<file path="config.mk">
export PLATFORM = sky130hd
export DESIGN_NAME = cam_match_array
export DESIGN_NICKNAME = d
export VERILOG_FILES = /design/src/rtl/cam_pkg.sv /design/src/rtl/cam_store.sv /design/src/rtl/cam_compare.sv /design/src/rtl/cam_encode.sv /design/src/rtl/cam_match_array.sv
export SDC_FILE = /design/constraint.sdc
export NUM_CORES = 1
export LEC_CHECK = 0
export BUFFER_PORTS_ARGS = -buffer_cell sky130_fd_sc_hd__buf_2
export CAP_MARGIN = 25
export CORE_MARGIN = 8
export CORE_UTILIZATION = 59
export CTS_CLUSTER_SIZE = 8
export DETAILED_ROUTE_END_ITERATION = 16
export GPL_TIMING_DRIVEN = 1
export PLACE_DENSITY = 0.92
export SYNTH_ARGS = -nofsm -noshare
export SYNTH_HDL_FRONTEND = slang
export SYNTH_SLANG_ARGS = --single-unit
</file>
<file path="constraint.sdc">
create_clock -name clk -period 6.2 [get_ports clk]
set_clock_uncertainty 0.15 [all_clocks]
set_input_delay 0.62 -clock clk [delete_from_list [all_inputs] [get_ports clk]]
set_output_delay 0.62 -clock clk [all_outputs]
set_load 0.01 [all_outputs]
</file>
<file path="src/rtl/cam_pkg.sv">
package cam_pkg;

   typedef enum logic [1:0] {
      CAM_IDLE   = 2'd0,
      CAM_STORE  = 2'd1,
      CAM_SEARCH = 2'd2
   } cam_op_e;

   function automatic cam_op_e cam_decode(input logic en, input logic wr);
      if (!en)     return CAM_IDLE;
      else if (wr) return CAM_STORE;
      else         return CAM_SEARCH;
   endfunction

endpackage

</file>
<file path="src/rtl/cam_store.sv">
module cam_store #(
   parameter int ENTRIES = 4,
   parameter int WIDTH   = 4,
   localparam int ADDR_W = (ENTRIES > 1) ? $clog2(ENTRIES) : 1
) (
   input  logic                            clk,
   input  logic                            rst_n,
   input  logic                            wr_en,
   input  logic [ADDR_W-1:0]               wr_addr,
   input  logic [WIDTH-1:0]                wr_data,
   output logic [ENTRIES-1:0][WIDTH-1:0]   entries_o
);

   generate
      for (genvar e = 0; e < ENTRIES; e++) begin : g_entry
         always_ff @(posedge clk or negedge rst_n) begin
            if (!rst_n)
               entries_o[e] <= '0;
            else if (wr_en && (wr_addr == ADDR_W'(e)))
               entries_o[e] <= wr_data;
         end
      end
   endgenerate

   // a store lands in the addressed entry
   a_r2_store_lands: assert property (@(posedge clk) disable iff (!rst_n)
      wr_en |=> entries_o[$past(wr_addr)] == $past(wr_data));

   // without a store, entries hold
   a_r8_entries_hold: assert property (@(posedge clk) disable iff (!rst_n)
      !wr_en |=> $stable(entries_o));

endmodule

</file>
<file path="src/rtl/cam_compare.sv">
module cam_compare #(
   parameter int ENTRIES = 4,
   parameter int WIDTH   = 4
) (
   input  logic [ENTRIES-1:0][WIDTH-1:0] entries_i,
   input  logic [WIDTH-1:0]              key_i,
   output logic [ENTRIES-1:0]            hits_o
);

   generate
      for (genvar e = 0; e < ENTRIES; e++) begin : g_cmp
         assign hits_o[e] = (entries_i[e] == key_i);
      end
   endgenerate

endmodule

</file>
<file path="src/rtl/cam_encode.sv">
module cam_encode #(
   parameter int ENTRIES = 4,
   localparam int ADDR_W = (ENTRIES > 1) ? $clog2(ENTRIES) : 1,
   localparam int CNT_W  = $clog2(ENTRIES + 1)
) (
   input  logic [ENTRIES-1:0] hits_i,
   output logic               one_o,
   output logic               many_o,
   output logic [ADDR_W-1:0]  addr_o
);

   logic [CNT_W-1:0] count;

   always_comb begin
      count = '0;
      for (int i = 0; i < ENTRIES; i++)
         count = count + CNT_W'(hits_i[i]);
   end

   // lowest index wins: scan downward so the last assignment is the lowest
   always_comb begin
      addr_o = '0;
      for (int i = ENTRIES - 1; i >= 0; i--)
         if (hits_i[i]) addr_o = ADDR_W'(i);
   end

   assign one_o  = (count == CNT_W'(1));
   assign many_o = (count >  CNT_W'(1));

endmodule

</file>
<file path="src/rtl/cam_match_array.sv">
module cam_match_array #(
   parameter int ENTRIES = 4,
   parameter int WIDTH   = 4,
   localparam int ADDR_W = (ENTRIES > 1) ? $clog2(ENTRIES) : 1
) (
   input  logic              clk,
   input  logic              rst_n,
   input  logic              en_i,
   input  logic              wr_i,
   input  logic [ADDR_W-1:0] addr_i,
   input  logic [WIDTH-1:0]  data_i,
   output logic              hit_one_o,
   output logic              hit_many_o,
   output logic [ADDR_W-1:0] hit_addr_o
);
   import cam_pkg::*;

   generate
      if (ENTRIES < 2) begin : g_bad_entries
         $error("cam_match_array: ENTRIES must be at least 2");
      end
      if (WIDTH < 1) begin : g_bad_width
         $error("cam_match_array: WIDTH must be at least 1");
      end
   endgenerate

   cam_op_e                        op;
   logic [ENTRIES-1:0][WIDTH-1:0]  entries;
   logic [ENTRIES-1:0]             hits;
   logic                           enc_one, enc_many;
   logic [ADDR_W-1:0]              enc_addr;

   assign op = cam_decode(en_i, wr_i);

   cam_store #(.ENTRIES(ENTRIES), .WIDTH(WIDTH)) u_store (
      .clk       (clk),
      .rst_n     (rst_n),
      .wr_en     (op == CAM_STORE),
      .wr_addr   (addr_i),
      .wr_data   (data_i),
      .entries_o (entries)
   );

   cam_compare #(.ENTRIES(ENTRIES), .WIDTH(WIDTH)) u_cmp (
      .entries_i (entries),
      .key_i     (data_i),
      .hits_o    (hits)
   );

   cam_encode #(.ENTRIES(ENTRIES)) u_enc (
      .hits_i (hits),
      .one_o  (enc_one),
      .many_o (enc_many),
      .addr_o (enc_addr)
   );

   always_ff @(posedge clk or negedge rst_n) begin
      if (!rst_n) begin
         hit_one_o  <= 1'b0;
         hit_many_o <= 1'b0;
         hit_addr_o <= '0;
      end else if (op == CAM_SEARCH) begin
         hit_one_o  <= enc_one;
         hit_many_o <= enc_many;
         hit_addr_o <= enc_addr;
      end else begin
         hit_one_o  <= 1'b0;
         hit_many_o <= 1'b0;
         hit_addr_o <= '0;
      end
   end

   // single and multiple flags never both high
   a_r3_flags_exclusive: assert property (@(posedge clk) disable iff (!rst_n)
      !(hit_one_o && hit_many_o));

   // no flag means index zero
   a_r7_miss_addr_zero: assert property (@(posedge clk) disable iff (!rst_n)
      (!hit_one_o && !hit_many_o) |-> hit_addr_o == '0);

   // a store cycle reports nothing
   a_r2_store_quiet: assert property (@(posedge clk) disable iff (!rst_n)
      (en_i && wr_i) |=> (!hit_one_o && !hit_many_o && hit_addr_o == '0));

   // disabled cycle reports nothing
   a_r8_idle_quiet: assert property (@(posedge clk) disable iff (!rst_n)
      !en_i |=> (!hit_one_o && !hit_many_o && hit_addr_o == '0));

   // key equal to entry 0 gives a hit at index 0 after the edge
   a_r5_entry0_wins: assert property (@(posedge clk) disable iff (!rst_n)
      (en_i && !wr_i && entries[0] == data_i)
         |=> ((hit_one_o || hit_many_o) && hit_addr_o == '0));

endmodule

</file>
# --- Word-level counts from Yosys, hierarchy flattened ---
# Index checks and enable logic that the tools add are counted.
totals:
  reg_bits: 20
  output_inout_bits: 4
  latch_bits: 0
  rom_bits: 0
  wordCells: 35
  ram_bits: 0
  mem_count: 0
classes:
  addsub: 3
  mul: 0
  shifts: 0
  order_cmp: 1
  n_reduce_logical: 5
  div_mod_pow: 0
  n_eq_ne: 10
  mux: 9
  bitwise: 0
op_table:
  columns: ["cell", "n"]
  rows:
  - ["$eq A4 B4 Y1", 4]
  - ["$mux W2", 7]
  - ["$add A3 B1 Y3", 2]
  - ["$eq A2 B2 Y1 const B", 3]
  - ["$eq A2 B1 Y1 const B", 2]
  - ["$logic_and A1 B1 Y1", 4]
  - ["$eq A3 B1 Y1 const B", 1]
  - ["$gt A3 B1 Y1 const B", 1]
  - ["$add A1 B1 Y2", 1]
  - ["$logic_not A2 Y1", 1]
  - ["$mux W1", 2]

# --- Longest topological paths before layout ---
# Gate-level depths: netlist (run 1).
logic_depth:
  ltp_word: 6
  ltp_mapped: 9
  ltp_nobuf: 8

# --- By module ---
# From an unflattened synthesis (run 1), not the netlist that was laid out.
hier_totals:
  hier_cells: 76
  hier_area_um2: 1042.2
modules_own_cells:
  columns: ["mod", "area_per_inst_um2", "seq_area_each_um2", "cells_each", "instances"]
  rows:
  - ["cam_store", 619.3, 400.4, 36, 1]
  - ["cam_compare", 190.2, 0.0, 20, 1]
  - ["cam_match_array", 142.6, 100.1, 9, 1]
  - ["cam_encode", 90.1, 0.0, 11, 1]

# --- Worst setup path after synthesis (run 1) ---
# Ideal clock, no wire load.
synth_path:
  kind: "input port to flip-flop"
  start: "input data_i[0]"
  end: "register hit_one_o"
  setup_slack_ps: 3652
  stages: 9
  arrival_ps: 2297
  setup_time_ps: 101
  cell_sequence: "buf_6 xor2_1 nor4_4 ha_1 inv_1 fa_1 inv_1 ha_1 nor4_1"
synth_via:
  elab_chain_len: 6
  elab_cells_between_ends: 9
  classes_between: "3 x add/sub; 5 x eq/ne; 1 x mux"
synth_rtl:
  columns: ["item", "line", "rtl"]
  rows:
  - ["start, declared", "cam_match_array.sv:11", "input logic [WIDTH-1:0] data_i,"]
  - ["$eq A4 B4 Y1", "cam_compare.sv:12", "assign hits_o[e] = (entries_i[e] == key_i);"]
  - ["$add A1 B1 Y2", "cam_encode.sv:17", "count = count + CNT_W'(hits_i[i]);"]
  - ["$add A3 B1 Y3", "cam_encode.sv:17", null]
  - ["$add A3 B1 Y3 *", "cam_encode.sv:17", null]
  - ["$eq A3 B1 Y1 *", "cam_encode.sv:27", "assign one_o = (count == CNT_W'(1));"]
  - ["$mux W1 *", "cam_match_array.sv:62", "end else if (op == CAM_SEARCH) begin"]
  - ["end signal, assigned", "cam_match_array.sv:63", "hit_one_o <= enc_one;"]
  - ["end, declared", "cam_match_array.sv:12", "output logic hit_one_o,"]
# Mark *: on every way between the ends. The rest lies on a longest branch, timed or not.
# A chain may end at the register's enable or synchronous reset.

# --- Worst setup path after layout (run 1) ---
# Same ends and word-level chain as after synthesis.

==> metrics.cfg, run 1 <==
[outcome]
outcome=complete, no violations

[worst_setup_path]
r2r_slack_ns=3.82
critPathMaxStageDelay_ns=0.43
cpMaxStageDelayCell=fa_1
critPathCaptureType=flop
path_max_fanout=8
critPathTopFamily=adder cells
reg2reg_from=u_store.entries_o[4]$_DFFE_PN0P_
crit_type=primary input to flop
required_ns=6.26
r2r-end=hit_one_o$_DFF_PN0_
start_kind=primary input
worst-path-buf-inv=3
worstPathArrival_ns=2.53
r2r_cells=8
path_cells=buf_2 > xor2_1 > nor4_4 > ha_1 > inv_1 > fa_1 > inv_1 > ha_1 > nor4_1

[synthesis]
synth_area_leaders=dfrtp_1 46%, mux2_1 17%, xor2_1 8.9%, nor4_4 3.9%, ha_1 3.5%
synth-edff-count=0
avgSynthCellArea_um2=13.3
async_reset_ff_share_pct=100
synth_top_area_share_pct=46.3
synth_simple_gate_area_share_pct=11.5
ys_top_cells_by_count=20 x dfrtp_1, 16 x mux2_1, 11 x xor2_1
synth_ff_type=dfrtp_1
syn_nets=95
synth_cells=81
synth_mux_area_share_pct=16.7
synth_compound_area_share_pct=1.62
synth-xor-area-share_pct=13.7
synthAdderAreaFrac_pct=5.33
synth.distinct_cells=23
yosys.area.top_type=dfrtp_1
yosys_warnings=0
synth_area_um2=1080
ys_seq_elements=20
yosysSeqAreaShare_pct=46.3
synth_most_common_cell=dfrtp_1
synth_top_family_by_area=multiplexers

[placement]
place_congestion=0.803
hpwl_um=1390
numPortBuffers=13
placed_cell_area_um2=1140

[global_routing]
first_global_vias=665
grtUsageTotal_pct=11.3
grt_pass1_wl_um=3000
grt_overflow_total=0
antenna_found_initial=0
grt_max_degree=21

[sta]
maxSlewHeadroom_pct=71.2
fmax_mhz=404
post-route-min-period_ns=2.48
final_hold_viol_count=0
grt_setup_unrepaired=false
fin_crit_sh_pct=39.9
drv_slew=0
tightest_slew_ns=0.432
finalSetupViolCount=0
tns_ns=0

[clock_tree]
path_clk_slew_ns=0.12
cts_tree=built
clock_path_buffers=2
htreeDepth=1
root_buffer=clkbuf_4
cts_buffers=3
clkSinkCount=20
cts_setup_buffers=0
worstSkewPairLatency_ns=0.30
hold_buffers=0
cts_resized=0

[final_layout]
register_area_um2=500
drive_gt1_share_pct=25.5
syn2layout_area_growth_pct=8.81
fin_nets=109
diodes=0
fin_area_um2=1170
n_fill_cell=143
multi_input_comb_area_um2=527

[detailed_routing]
viasPerCell=5.35
drtIter0Drc=4
wire_per_inst_um=14.9
ant_nets=0
drc=0
dr.pass1.iters=2
vias=637
wl_um=1770

[floorplan]
rows=15
start_util_pct=62.5
die_h_um=58.8
core_um2=1730
die-area_um2=3460
die_width_um=58.8
io_pins=14

[power_and_ir_drop]
peakVddDrop_v=0.000190
p_leak_nw=0.529
power_density_nw_per_um2=279

[min_path]
hold_path.class=primary input to async pin

[run]
max-cap-violations=0

==> cell usage in the layout (no fill, tap or decap), drive strengths merged <==
cell type,count
clkbuf,4
xor2,12
fa,1
nand4,2
dfrtp,20
a21oi,1
nor3,1
nand2b,1
nand4b,1
a211oi,1
inv,4
ha,3
xnor2,4
buf,13
nor4,4
or2,1
nand2,2
mux2,16
nor2,3
==> flip-flops by register name, summed over array words and instances (netlist names) <==
| signal | count |
|---|---|
| u_store.entries_o | 16 |
| hit_addr_o | 2 |
| hit_many_o | 1 |
| hit_one_o | 1 |
==> per-stage QoR <==
stage | std cells | utilization [%] | hold slack, ns | power [mW] | setup WS (ns)
4_1_cts | 119 | 68.0 | 0.106 | 0.330 | 3.72
2_1_floorplan | 81 | - | 0.174 | 0.236 | 3.65
5_1_grt | 119 | 68.0 | 0.123 | 0.345 | 3.61
3_3_place_gp | 115 | 65.9 | 0.339 | 0.250 | 3.52
3_5_place_dp | 115 | 65.9 | 0.345 | 0.256 | 3.39
6_report | 119 | 68.0 | 0.0861 | 0.328 | 3.72
==> layer usage <==
layer / share of wire, % / wire length [um] / track usage, %
met2: 45 / 805 / 16.8
met5: 0 / 0 / 0
met3: 5.3 / 94 / 3.26
met1: 47 / 839 / 14.6
met4: 2.0 / 35 / 5.12
==> cells by family (layout without fill, tap and decap cells) <==
kind of cell,count (synthesis),in the layout
DFF,20,20
xor gates and xnor gates,16,16
muxes,16,16
and+or+nand+nor,15,15
buffers and inverters,8,21
adders and majority gates,4,4
AOI/OAI and AO/OA,2,2
==> where the power goes <==
| group | internal, mW | switching, mW |
|---|---|---|
| logic | 0.0378 | 0.0426 |
| registers | 0.155 | 0.0159 |
| clock network | 0.0358 | 0.0404 |
| total | 0.229 | 0.0988 |
==> worst reg2reg max path: stages, from the launching register on <==
cell	delay [ns]
dfrtp_1	0.41
xor2_1	0.17
nor4_4	0.36
ha_1	0.18
inv_1	0.06
fa_1	0.43
inv_1	0.08
ha_1	0.22
nor4_1	0.21
==> layout make-up <==
type	instances	share of cell area, %
clock buffers	4	3.09
multi-input cells	53	44.8
flip-flops and latches	20	42.6
well taps	25	2.66
repair buffers	13	5.54
inverters	4	1.28
==> how the worst max path moves through the flow <==
stage | slack, ns | endpoint | from | cells past startpoint
finish | 3.72 | hit_one_o$_DFF_PN0_ | data_i[0] | 9
global route | 3.61 | hit_one_o$_DFF_PN0_ | data_i[0] | 9
CTS | 3.72 | hit_one_o$_DFF_PN0_ | data_i[0] | 9
detailed placement | 3.39 | hit_one_o$_DFF_PN0_ | data_i[0] | 9
global placement | 3.52 | hit_one_o$_DFF_PN0_ | data_i[0] | 9
floorplan | 3.65 | hit_one_o$_DFF_PN0_ | data_i[0] | 9
No activity file was read; power rests on OpenSTA's default activity.
==> inputs of run 2 (changes only) <==
--- a/config.mk
+++ b/config.mk
@@ -8,11 +8,11 @@
 export BUFFER_PORTS_ARGS = -buffer_cell sky130_fd_sc_hd__buf_2
 export CAP_MARGIN = 25
 export CORE_MARGIN = 8
-export CORE_UTILIZATION = 59
+export CORE_UTILIZATION = 55
 export CTS_CLUSTER_SIZE = 8
 export DETAILED_ROUTE_END_ITERATION = 16
 export GPL_TIMING_DRIVEN = 1
-export PLACE_DENSITY = 0.92
+export PLACE_DENSITY = 0.87
 export SYNTH_ARGS = -nofsm -noshare
 export SYNTH_HDL_FRONTEND = slang
 export SYNTH_SLANG_ARGS = --single-unit
==> constraint.sdc (replaced) <==
create_clock -name clk -period 2.3 [get_ports clk]
set_clock_uncertainty 0.15 [all_clocks]
set_input_delay 0.23 -clock clk [delete_from_list [all_inputs] [get_ports clk]]
set_output_delay 0.23 -clock clk [all_outputs]
set_load 0.01 [all_outputs]
==> metrics.cfg, run 2 (synthesized netlist as in run 1, its figures left out) <==
[outcome]
outcome=complete, no violations  ; unchanged

[worst_setup_path]
critPathCaptureType=flop  ; unchanged
start_kind=flop  ; was primary input
path_cells=xor2_1 > nor4_2 > ha_1 > inv_1 > fa_2 > inv_1 > ha_1 > nor4_1  ; was buf_2 > xor2_1 > nor4_4 > ha_1 > inv_1 > fa_1 > inv_1 > ha_1 > nor4_1
crit_type=flop to flop  ; was primary input to flop
critPathMaxStageDelay_ns=0.40  ; was 0.43 ns
r2r-end=hit_one_o$_DFF_PN0_  ; unchanged
critPathTopFamily=adder cells  ; unchanged
cp.depth=8  ; was 9
worst-path-buf-inv=2  ; was 3
worstPathArrival_ns=2.27  ; was 2.53 ns
reg2reg_from=u_store.entries_o[2]$_DFFE_PN0P_  ; was u_store.entries_o[4]$_DFFE_PN0P_
path_max_fanout=2  ; was 8
required_ns=2.36  ; was 6.26 ns
r2r_cells=8  ; unchanged
cpMaxStageDelayCell=dfrtp_1  ; was fa_1
r2r_slack_ns=0.1  ; was 3.82 ns

[min_path]
hold_end=u_store.entries_o[8]$_DFFE_PN0P_
hold_path.class=primary input to flop  ; was primary input to async pin
hold_path_depth=2
worstHoldStart=data_i[0]

[detailed_routing]
drc=0  ; unchanged
viasPerCell=5.00  ; was 5.35
drtIter0Drc=8  ; was 4
wire_per_inst_um=13.3  ; was 14.9 um
wl_um=1680  ; was 1770 um
ant_nets=0  ; unchanged
vias=630  ; was 637
dr.pass1.iters=3  ; was 2

[final_layout]
fin_nets=114  ; was 109
syn2layout_area_growth_pct=13.0  ; was 8.81%
top_regs=u_store.entries_o: 16 flops, hit_addr_o: 2 flops  ; unchanged
final_cells=126  ; was 119
mostFrequentLayoutCell=dfrtp_1  ; unchanged
layout_common_cells=20 x dfrtp_1, 16 x mux2_1, 13 x buf_2  ; unchanged
largest_reg_flops=16  ; unchanged
diodes=0  ; unchanged
n_fill_cell=159  ; was 143
top_register=u_store.entries_o  ; unchanged
drive_gt1_share_pct=29.3  ; was 25.5%

[clock_tree]
worstSkewPairLatency_ns=0.30  ; about the same
root_buffer=clkbuf_4  ; unchanged
path_clk_slew_ns=0.11  ; was 0.12 ns
clkSinkCount=20  ; unchanged
clock_path_buffers=2  ; unchanged
htreeDepth=1  ; unchanged
cts_tree=built  ; unchanged
cts_buffers=3  ; unchanged

[sta]
holdWs_ns=0.0942  ; was 0.0861 ns
fin_crit_sh_pct=95.9
tightest_slew_ns=0.430  ; was 0.432 ns
tns_ns=0  ; unchanged
setup_ws_ns=0.0954  ; was 3.72 ns
drv_slew=0  ; unchanged
post-route-min-period_ns=2.20
fmax_mhz=454
final_hold_viol_count=0  ; unchanged
maxSlewHeadroom_pct=71.3  ; was 71.2%
finalSetupViolCount=0  ; unchanged

[floorplan]
start_util_pct=56.8  ; was 62.5%
die_h_um=60.3  ; was 58.8 um
rows=16  ; was 15
die_width_um=60.3  ; was 58.8 um
core_um2=1900  ; was 1730 um2
die-area_um2=3640  ; was 3460 um2
io_pins=14  ; unchanged

[global_routing]
grt_overflow_total=0  ; unchanged
grtUsageTotal_pct=11.5  ; was 11.3%
antenna_found_initial=0  ; unchanged
first_global_vias=704  ; was 665
grt_pass1_wl_um=3050  ; was 3000 um
grt_max_degree=21  ; unchanged

[power_and_ir_drop]
peakVddDrop_v=0.000473  ; was 0.000190 V
power_density_nw_per_um2=727  ; was 279 nW/um2
p_leak_nw=0.554  ; was 0.529 nW

[placement]
preCtsSetupSlack_ns=0.0242  ; was 3.39 ns
hpwl_um=1330  ; was 1390 um
place_congestion=0.756  ; was 0.803
dpl.cell_count=120  ; was 115
numPortBuffers=13  ; unchanged

[run]
max-cap-violations=0  ; unchanged

## run 2: final cells by class
type	instances	area, um2	share of cell area [%]
Multi-Input combinational cell	53	529	43.4
Tap cell	27	33.8	2.77
Inverter	4	15.0	1.23
Timing Repair Buffer	18	105	8.62
Sequential cell	20	500	41.0
Clock buffer	4	36.3	2.97
## run 2: metrics by stage
| step | instance area, um2 | power, mW | util (%) |
|---|---|---|---|
| after floorplan | 1080 | 0.635 | - |
| after global placement | 1160 | 0.679 | 61.2 |
| after detailed placement | 1160 | 0.691 | 61.2 |
| after CTS | 1210 | 0.892 | 63.6 |
| after global routing | 1220 | 0.945 | 64.1 |
| final | 1220 | 0.887 | 64.1 |
## run 2: metal layers
metal | global-route usage, % | wire length (um) | vias to the layer above
li1 | - | - | 310
met2 | 18.4 | 725 | 15
met1 | 13.5 | 806 | 299
met5 | 0 | 0 | -
met3 | 3.23 | 109 | 6
met4 | 6.12 | 40 | 0
## run 2: worst register-to-register path: stages, from the launching register on
cell     delay (ns)
dfrtp_1        0.40
xor2_1         0.16
nor4_2         0.31
ha_1           0.28
inv_1          0.07
fa_2           0.20
inv_1          0.04
ha_1           0.26
nor4_1         0.24
## run 2: what timing repair did
action | in CTS | in global routing
hold buffers | 1 | 0
resized for setup | 0 | 1
hold endpoints to repair | 20 | 0
endpoints found under the setup margin | 0 | 1
setup buffers | 0 | 1
## run 2: report_power, final
| part | switching, mW | internal (mW) | leakage, nW |
|---|---|---|---|
| Sequential | 0.0420 | 0.418 | 0.247 |
| Clock | 0.106 | 0.0967 | 0.0210 |
| Combinational | 0.115 | 0.109 | 0.285 |
| Total | 0.263 | 0.624 | 0.554 |
## run 2: worst max path at each step
stage                                startpoint                  end  slack [ns]
6_report       u_store.entries_o[2]$_DFFE_PN0P_  hit_one_o$_DFF_PN0_         0.1
2_1_floorplan  u_store.entries_o[4]$_DFFE_PN0P_  hit_one_o$_DFF_PN0_        0.14
3_5_place_dp                          data_i[1]  hit_one_o$_DFF_PN0_        0.02
4_1_cts        u_store.entries_o[1]$_DFFE_PN0P_  hit_one_o$_DFF_PN0_        0.04
5_1_grt        u_store.entries_o[2]$_DFFE_PN0P_  hit_one_o$_DFF_PN0_      -0.006
3_3_place_gp                          data_i[1]  hit_one_o$_DFF_PN0_        0.06
==> inputs of run 3 (changes only) <==
==> constraint.sdc (replaced) <==
create_clock -name clk -period 2.05 [get_ports clk]
set_clock_uncertainty 0.15 [all_clocks]
set_input_delay 0.205 -clock clk [delete_from_list [all_inputs] [get_ports clk]]
set_output_delay 0.205 -clock clk [all_outputs]
set_load 0.01 [all_outputs]
==> metrics.cfg, run 3 (synthesized netlist as in run 1, its figures left out) <==
[worst_setup_path]
start_kind=flop  ; unchanged
required_ns=2.10  ; was 2.36 ns
critPathCaptureType=flop  ; unchanged
worstPathArrival_ns=2.25  ; was 2.27 ns
path_max_fanout=2  ; unchanged
crit_type=flop to flop  ; unchanged

[global_routing]
grt_overflow_total=0  ; unchanged
grt_max_degree=21  ; unchanged
grt_pass1_wl_um=3320  ; was 3050 um
grtUsageTotal_pct=12.1  ; was 11.5%
first_global_vias=756  ; was 704
antenna_found_initial=0  ; unchanged

[outcome]
outcome=finished with violations  ; was complete, no violations
failed_checks=negative setup slack

[clock_tree]
path_clk_slew_ns=0.11  ; about the same
htreeDepth=1  ; unchanged
cts_tree=built  ; unchanged
worstSkewPairLatency_ns=0.29  ; was 0.30 ns
clkSinkCount=20  ; unchanged
clock_path_buffers=2  ; unchanged
root_buffer=clkbuf_4  ; unchanged
cts_buffers=3  ; unchanged

[sta]
drv_slew=0  ; unchanged
tightest_slew_ns=0.440  ; was 0.430 ns
grt_setup_unrepaired=true
fin_crit_sh_pct=107  ; was 95.9%
tns_ns=-0.174  ; was 0 ns
holdWs_ns=0.0684  ; was 0.0942 ns
maxSlewHeadroom_pct=70.7  ; was 71.3%
post-route-min-period_ns=2.20  ; about the same
final_hold_viol_count=0  ; unchanged
fmax_mhz=455  ; was 454 MHz
finalSetupViolCount=2  ; was 0
setup_ws_ns=-0.146  ; was 0.0954 ns

[power_and_ir_drop]
p_comb_share_pct=30.3  ; was 25.3%
internal-power_mw=0.694  ; was 0.624 mW
peakVddDrop_v=0.000710  ; was 0.000473 V
switching_share_pct=30.8  ; was 29.6%
p_seq_share_pct=51.9  ; about the same
p_leak_nw=0.585  ; was 0.554 nW
power_density_nw_per_um2=760  ; was 727 nW/um2
finalPower_mw=1.00  ; was 0.887 mW
switchingPower_mw=0.309  ; was 0.263 mW
p_clk_share_pct=17.9  ; was 22.8%

[final_layout]
largest_reg_flops=16  ; unchanged
top_register=u_store.entries_o  ; unchanged
mostFrequentLayoutCell=dfrtp_1  ; unchanged
syn2layout_area_growth_pct=22.2  ; was 13.0%
diodes=0  ; unchanged
drive_gt1_share_pct=40.6  ; was 29.3%
layout_common_cells=20 x dfrtp_1, 16 x mux2_1, 13 x buf_2  ; unchanged
top_regs=u_store.entries_o: 16 flops, hit_addr_o: 2 flops  ; unchanged
fin_nets=122  ; was 114
final_cells=133  ; was 126
n_fill_cell=155  ; was 159

[floorplan]
die_width_um=60.3  ; unchanged
rows=16  ; unchanged
die-area_um2=3640  ; unchanged
io_pins=14  ; unchanged
start_util_pct=56.8  ; unchanged
core_um2=1900  ; unchanged
die_h_um=60.3  ; unchanged

[detailed_routing]
vias=678  ; was 630
wl_um=1930  ; was 1680 um
drc=0  ; unchanged
dr.pass1.iters=3  ; unchanged
viasPerCell=5.10  ; was 5.00
drtIter0Drc=9  ; was 8
ant_nets=0  ; unchanged
wire_per_inst_um=14.5  ; was 13.3 um

[placement]
numPortBuffers=13  ; unchanged
dpl.cell_count=126  ; was 120
place_congestion=0.818  ; was 0.756
preCtsSetupSlack_ns=-0.175  ; was 0.0242 ns
hpwl_um=1490  ; was 1330 um

[min_path]
hold_path.class=primary input to flop  ; unchanged

[run]
max-cap-violations=0  ; unchanged

run 3: changes by cell type in the layout (fill, tap and decap cells not counted), moves of 2 or more:
cell	previous run	this run
ha_1	3	1
inv_1	3	1
inv_2	1	3
ha_4	0	2
buf_4	4	11
run 3: worst paths after layout:
kind	startpoint	end	slack, ns	cells after the start
hold / removal	data_i[0]	u_store.entries_o[4]$_DFFE_PN0P_	0.07	2
setup reg to reg	u_store.entries_o[1]$_DFFE_PN0P_	hit_one_o$_DFF_PN0_	-0.15	8
min in group asynchronous	rst_n	hit_addr_o[0]$_DFF_PN0_	0.23	2
max in group asynchronous	rst_n	u_store.entries_o[2]$_DFFE_PN0P_	1.21	2
hold reg to reg	u_store.entries_o[10]$_DFFE_PN0P_	u_store.entries_o[10]$_DFFE_PN0P_	0.37	1
setup / recovery	u_store.entries_o[1]$_DFFE_PN0P_	hit_one_o$_DFF_PN0_	-0.15	8
run 3: critical path: stages, from the launching register on:
cell and delay, ns:
dfrtp_1 0.40, xor2_1 0.17, nor4_2 0.31, ha_1 0.20
inv_2 0.04, fa_2 0.38, inv_2 0.09, ha_4 0.20
nor4_4 0.18
run 3: stage by stage:
stage | util (%) | instance area (um2)
3_3_place_gp | 63.6 | 1210
5_1_grt | 69.4 | 1320
4_1_cts | 67.6 | 1280
3_5_place_dp | 63.6 | 1210
6_report | 69.4 | 1320
2_1_floorplan | - | 1080
run 3: layout make-up:
class | instances | area (um2) | area share (%)
tap | 27 | 33.8 | 2.56
sequential | 20 | 500 | 37.9
multi-input combinational | 53 | 579 | 43.9
inverter | 4 | 15.0 | 1.14
clock buffer | 3 | 22.5 | 1.71
timing repair buffer | 26 | 169 | 12.8
run 3: power by group through the flow:
stage          registers [mW]  clock network [mW]  logic, mW
2_1_floorplan           0.520                   0      0.193
4_1_cts                 0.521               0.184      0.286
5_1_grt                 0.530               0.197      0.335
3_3_place_gp            0.523                   0      0.254
6_report                0.520               0.179      0.304
3_5_place_dp            0.529                   0      0.265
run 3: timing repair:
| item | in CTS | in global routing |
|---|---|---|
| pin swaps | 6 | 8 |
| setup endpoints to repair | 1 | 2 |
| hold buffers | 1 | 0 |
| hold endpoints to repair | 20 | 0 |
| buffers inserted | 2 | 2 |
| gates resized for setup | 5 | 6 |
run 3: layer usage:
metal / GRT usage (%) / up-vias / wire length, um
met2: 19.2 / 13 / 962
li1: - / 319 / -
met4: 3.06 / 0 / 15
met3: 2.15 / 2 / 90
met1: 16.4 / 344 / 863
met5: 0 / - / 0
